<file path="src/rtl/fifoptr_pkg.sv">
package fifoptr_pkg;

   typedef enum logic [1:0] {
      LV_HOLD = 2'd0,
      LV_INC  = 2'd1,
      LV_DEC  = 2'd2
   } level_op_e;

   function automatic level_op_e level_op(input logic push, input logic pop);
      level_op_e op;
      unique case ({push, pop})
         2'b10:   op = LV_INC;
         2'b01:   op = LV_DEC;
         default: op = LV_HOLD;
      endcase
      return op;
   endfunction

endpackage

</file>
<file path="src/rtl/fptr_wrap_counter.sv">
module fptr_wrap_counter #(
   parameter int DEPTH = 16,
   localparam int PTR_W = $clog2(DEPTH)
) (
   input  logic             clk,
   input  logic             rst_n,
   input  logic             step,
   output logic [PTR_W-1:0] ptr
);
   // DEPTH is a power of two, so the natural roll-over of PTR_W bits wraps the pointer.
   always_ff @(posedge clk or negedge rst_n) begin
      if (!rst_n)
         ptr <= '0;
      else if (step)
         ptr <= ptr + PTR_W'(1);
   end
endmodule

</file>
<file path="src/rtl/fptr_level_counter.sv">
module fptr_level_counter
   import fifoptr_pkg::*;
#(
   parameter int DEPTH = 16,
   localparam int LVL_W = $clog2(DEPTH) + 1
) (
   input  logic             clk,
   input  logic             rst_n,
   input  logic             push,
   input  logic             pop,
   output logic [LVL_W-1:0] level
);
   level_op_e op;

   always_comb op = level_op(push, pop);

   always_ff @(posedge clk or negedge rst_n) begin
      if (!rst_n)
         level <= '0;
      else begin
         unique case (op)
            LV_INC:  level <= level + LVL_W'(1);
            LV_DEC:  level <= level - LVL_W'(1);
            default: level <= level;
         endcase
      end
   end
endmodule

</file>
<file path="src/rtl/fptr_thresh_flags.sv">
module fptr_thresh_flags #(
   parameter int DEPTH     = 16,
   parameter int RD_THRESH = 0,
   parameter int WR_THRESH = DEPTH,
   localparam int LVL_W    = $clog2(DEPTH) + 1
) (
   input  logic [LVL_W-1:0] level,
   output logic             can_write,
   output logic             can_read
);
   localparam logic [LVL_W-1:0] WR_LIM = LVL_W'(WR_THRESH);
   localparam logic [LVL_W-1:0] RD_LIM = LVL_W'(RD_THRESH);

   // Write side: the limit at depth only needs the top bit, since level never exceeds depth.
   generate
      if (WR_THRESH == DEPTH) begin : g_wr_full
         always_comb can_write = ~level[LVL_W-1];
      end else begin : g_wr_cmp
         always_comb can_write = (level < WR_LIM);
      end
   endgenerate

   // Read side: a zero limit reduces to a non-zero test.
   generate
      if (RD_THRESH == 0) begin : g_rd_empty
         always_comb can_read = |level;
      end else begin : g_rd_cmp
         always_comb can_read = (level > RD_LIM);
      end
   endgenerate
endmodule

</file>
<file path="src/rtl/fptr_addr_map.sv">
module fptr_addr_map #(
   parameter int          DEPTH     = 16,
   parameter int          ADDR_W    = 32,
   parameter int unsigned BASE_ADDR = 0,
   localparam int         PTR_W     = $clog2(DEPTH)
) (
   input  logic [PTR_W-1:0]  ptr,
   output logic [ADDR_W-1:0] addr
);
   localparam logic [ADDR_W-1:0] BASE_V = ADDR_W'(BASE_ADDR);
   localparam logic [PTR_W-1:0]  BASE_LO = BASE_V[PTR_W-1:0];

   generate
      if (BASE_ADDR == 0) begin : g_zero
         always_comb addr = {{(ADDR_W-PTR_W){1'b0}}, ptr};
      end else if (BASE_LO == '0) begin : g_aligned
         // Window aligned to its size: concatenate instead of add.
         always_comb addr = {BASE_V[ADDR_W-1:PTR_W], ptr};
      end else begin : g_offset
         always_comb addr = BASE_V + {{(ADDR_W-PTR_W){1'b0}}, ptr};
      end
   endgenerate
endmodule

</file>
<file path="src/rtl/extmem_fifo_ptrctl.sv">
module extmem_fifo_ptrctl #(
   parameter int unsigned BASE_ADDR = 8,
   parameter int          DEPTH     = 16,
   parameter int          ADDR_W    = 32,
   parameter int          RD_THRESH = 0,
   parameter int          WR_THRESH = DEPTH,
   localparam int         PTR_W     = $clog2(DEPTH),
   localparam int         LVL_W     = PTR_W + 1
) (
   input  logic              clk,
   input  logic              rst_n,
   input  logic              wr_strobe,
   input  logic              rd_strobe,
   output logic [ADDR_W-1:0] wr_addr,
   output logic [ADDR_W-1:0] rd_addr,
   output logic [LVL_W-1:0]  fill_level,
   output logic              can_write,
   output logic              can_read
);
   generate
      if (DEPTH < 2 || (DEPTH & (DEPTH - 1)) != 0) begin : g_bad_depth
         $error("DEPTH must be a power of two, at least 2");
      end
      if (ADDR_W <= PTR_W) begin : g_bad_addr
         $error("ADDR_W must exceed the pointer width");
      end
      if (WR_THRESH < 0 || WR_THRESH > DEPTH) begin : g_bad_wr
         $error("WR_THRESH must lie in 0..DEPTH");
      end
      if (RD_THRESH < 0 || RD_THRESH >= DEPTH) begin : g_bad_rd
         $error("RD_THRESH must lie in 0..DEPTH-1");
      end
   endgenerate

   logic [PTR_W-1:0] wr_ptr;
   logic [PTR_W-1:0] rd_ptr;

   fptr_wrap_counter #(.DEPTH(DEPTH)) u_wr_ptr (
      .clk(clk), .rst_n(rst_n), .step(wr_strobe), .ptr(wr_ptr)
   );

   fptr_wrap_counter #(.DEPTH(DEPTH)) u_rd_ptr (
      .clk(clk), .rst_n(rst_n), .step(rd_strobe), .ptr(rd_ptr)
   );

   fptr_addr_map #(.DEPTH(DEPTH), .ADDR_W(ADDR_W), .BASE_ADDR(BASE_ADDR)) u_wr_map (
      .ptr(wr_ptr), .addr(wr_addr)
   );

   fptr_addr_map #(.DEPTH(DEPTH), .ADDR_W(ADDR_W), .BASE_ADDR(BASE_ADDR)) u_rd_map (
      .ptr(rd_ptr), .addr(rd_addr)
   );

   fptr_level_counter #(.DEPTH(DEPTH)) u_level (
      .clk(clk), .rst_n(rst_n), .push(wr_strobe), .pop(rd_strobe), .level(fill_level)
   );

   fptr_thresh_flags #(.DEPTH(DEPTH), .RD_THRESH(RD_THRESH), .WR_THRESH(WR_THRESH)) u_flags (
      .level(fill_level), .can_write(can_write), .can_read(can_read)
   );
endmodule

</file>
<file path="config.mk">
export PLATFORM = sky130hd
export DESIGN_NAME = extmem_fifo_ptrctl
export DESIGN_NICKNAME = d
export VERILOG_FILES = /design/src/rtl/fifoptr_pkg.sv /design/src/rtl/fptr_wrap_counter.sv /design/src/rtl/fptr_level_counter.sv /design/src/rtl/fptr_thresh_flags.sv /design/src/rtl/fptr_addr_map.sv /design/src/rtl/extmem_fifo_ptrctl.sv
export SDC_FILE = /design/constraint.sdc
export NUM_CORES = 1
export LEC_CHECK = 0
export ABC_AREA = 1
export CAP_MARGIN = 25
export CORE_ASPECT_RATIO = 1.5
export CORE_MARGIN = 2
export CORE_UTILIZATION = 39
export CTS_CLUSTER_SIZE = 14
export DETAILED_ROUTE_END_ITERATION = 6
export PLACE_DENSITY = 0.88
export SETUP_SLACK_MARGIN = 0.02
export SLEW_MARGIN = 40
export SYNTH_ARGS = -nofsm -noshare
export SYNTH_HDL_FRONTEND = slang
export SYNTH_SLANG_ARGS = --single-unit
export TNS_END_PERCENT = 50
</file>
<file path="constraint.sdc">
create_clock -name clk -period 2.6 [get_ports clk]
set_input_delay 0.52 -clock clk [delete_from_list [all_inputs] [get_ports clk]]
set_output_delay 0.52 -clock clk [all_outputs]
set_load 0.005 [all_outputs]
</file>
==> results.py <==
metrics = {
    "yosys": {
        "avgSynthCellArea_um2": 8.11,
        "post_synth_instance_area_mm2": 0.00113,
        "yosys.area.top_type_share_pct": 36.0,
        "ys_seq_area_share_pct": 28.9,
        "synth_top_area_cell": "buf_4",
        "syn_inst": 139,
        "synth_area_leaders": "buf_4, dfrtp_1, nand2_1",
        "yosysWarnings": 0,
        "ys_ff_latch": 13,
        "yosysUniqueCellTypes": 18,
    },
    "critical_path": {
        "start_kind": "register",
        "r2r-start": "u_level.level[1]$_DFFE_PN0P_",
        "crit_path_start": "u_level.level[1]$_DFFE_PN0P_",
        "end_kind": "primary output",
        "arrival_ps": 1690,
        "worstPathMaxFanout": 4,
        "crit_type": "register to primary output",
        "required_ps": 2080,
    },
    "placement": {
        "dp_hpwl_um": 1450,
        "place_congestion": 0.754,
        "place.port_buffers": 20,
        "place_area_mm2": 0.00117,
        "dpl.cell_count": 196,
    },
    "grt": {
        "grt_max_degree": 14,
        "grt_pass1_wl_um": 2770,
        "grt.overflow.total": 0,
        "antenna_found_initial": 0,
        "grtUsageTotal_pct": 11.2,
        "grt_pass1_vias": 681,
    },
    "cells_and_area": {
        "fin_cells": 200,
        "seqCellArea_um2": 325,
        "n_antenna_cell": 0,
        "nFillCells": 277,
        "fin_nets": 173,
        "final_area_mm2": 0.00122,
        "drive_gt1_share_pct": 4.29,
        "multi_input_area_um2": 539,
        "syn_to_final_growth_pct": 8.21,
    },
    "timing": {
        "period_minus_slack_ps": 2210,
        "fmax_mhz": 452,
        "fin_tns_setup_ps": 0,
        "slew_headroom_pct": 61.4,
        "period_share_pct": 85.2,
        "worst_slew_pin_slew_ps": 577,
        "finalMaxSlewViolations": 0,
        "hold_viol_final": 0,
        "clock_skew_ps": 5.98,
        "setup-violations-final": 0,
        "holdWs_ps": 526,
        "rsz0062_at_grt": "no",
    },
    "power_and_ir_drop": {
        "sequentialPowerShare_pct": 35.3,
        "power_frac_clock_pct": 14.8,
        "leakage_nw": 0.681,
        "power_density_mw_per_mm2": 996,
        "switching_power_mw": 0.448,
        "power_mw": 1.22,
        "p_int_mw": 0.768,
        "combinationalPowerShare_pct": 49.9,
        "ir_worst_vdd_v": 0.000510,
        "swShare_pct": 36.8,
    },
    "clock_tree": {
        "cts_hold_buf": 0,
        "cts_resized": 0,
        "cts_max_path_buffers": 2,
        "cts_setup_buffers": 0,
        "cts_buffers": 3,
        "root_buffer": "clkbuf_8",
        "ctsHtreeMaxLevel": 1,
        "cts_tree": "built",
        "clk_latency_ps": 240,
        "clkTransAtPathRegs_ps": 60,
        "clock-sinks": 13,
    },
    "job": {
        "cap_violations": 0,
    },
    "route": {
        "first_pass_iters": 5,
        "wl_per_cell_um": 8.65,
        "drt_iter0_drc": 7,
        "vias": 779,
        "wl_um": 1730,
        "vias_per_cell": 3.90,
        "drc": 0,
        "ant_nets": 0,
    },
    "die": {
        "core_area_mm2": 0.00271,
        "io-pin-count": 75,
        "initial_core_util_pct": 41.7,
        "fp.dieW_um": 47.9,
        "design.die.area_mm2": 0.00335,
        "die_h_um": 69.8,
        "row_count": 23,
    },
    "hold_path": {
        "hp-start": "u_wr_ptr.ptr[0]$_DFFE_PN0P_",
        "hp-class": "register to register",
    },
    "run_status": {
        "outcome": "finished clean",
    },
}
cells in the final DEF (no fill, tap or decap), drive strengths merged:
| master | Yosys | layout |
|---|---|---|
| o22ai | 1 | 1 |
| clkdlybuf4s50 | 0 | 20 |
| nand3 | 6 | 6 |
| xor2 | 7 | 7 |
| or4 | 1 | 1 |
| inv | 15 | 15 |
| buf | 54 | 1 |
| ha | 5 | 5 |
| nand4 | 2 | 2 |
| xnor2 | 1 | 1 |
| nand2 | 26 | 26 |
| nor2 | 3 | 3 |
| clkbuf | 0 | 4 |
| mux2 | 1 | 1 |
| nand3b | 1 | 1 |
| o21ai | 2 | 2 |
| conb | 1 | 54 |
| dfrtp | 13 | 13 |
area by class of cell:
cell class | instances | share of cell area, %
multi-input cells | 110 | 44.2
flip-flops and latches | 13 | 26.7
repair buffers | 21 | 17.0
inverters | 15 | 4.62
well taps | 37 | 3.79
clock buffers | 4 | 3.69
final timing paths:
path | end | slack, ps | depth (start not counted)
worst max register to register | u_level.level[4]$_DFFE_PN0P_ | 1200 | 11
min in group asynchronous | u_wr_ptr.ptr[0]$_DFFE_PN0P_ | 650 | 1
worst min register to register | u_wr_ptr.ptr[0]$_DFFE_PN0P_ | 530 | 1
max in group asynchronous | u_level.level[0]$_DFFE_PN0P_ | 1570 | 1
worst max-delay path | can_read | 390 | 4
worst min-delay path | u_wr_ptr.ptr[0]$_DFFE_PN0P_ | 530 | 1
state kept, by name (all words and copies together), names as in the netlist:
signal / flops
u_rd_ptr.ptr: 4
u_wr_ptr.ptr: 4
u_level.level: 5
routing by layer:
metal | vias up | track usage (%) | routed length, um | share of wire (%)
met4 | 0 | 6.01 | 30 | 1.7
met3 | 4 | 3.39 | 175 | 10
li1 | 365 | - | - | -
met2 | 58 | 18.2 | 898 | 52
met5 | - | 0 | 0 | 0
met1 | 352 | 12.2 | 625 | 36
Yosys cell counts, drive strengths merged:
master,n
or4,1
xnor2,1
nand4,2
mux2,1
dfrtp,13
nand3,6
ha,5
nand2,26
inv,15
conb,1
o22ai,1
xor2,7
o21ai,2
nand3b,1
nor2,3
buf,54
worst max-delay path, stage by stage, from the launching register on:
cell and delay, ps:
dfrtp_1 410, inv_1 100, nand2_1 80, or4_1 400, clkdlybuf4s50_1 460
cell families after synthesis:
kind of cell | after synthesis | synth area share, %
compound gates | 3 | 1.44
xor+xnor | 8 | 6.22
fa+ha+maj | 5 | 5.55
buf+inv | 69 | 41.0
flops | 13 | 28.9
mux | 1 | 0.999
other cells | 1 | 0.333
simple gates | 39 | 15.6
metrics by stage:
step	setup slack (ps)	utilization (%)
detailed placement	136	43.4
finish	385	45.1
floorplan	895	-
global route	137	45.1
global placement	238	43.4
CTS	375	45.1
power by group through the flow:
stage	logic, mW	clock network, mW	registers (mW)
after floorplan	0.342	0	0.415
after global placement	0.590	0	0.428
after detailed placement	0.612	0	0.432
after global routing	0.689	0.196	0.448
after CTS	0.614	0.183	0.431
final	0.607	0.179	0.429
(Power assumes the default switching activity.)
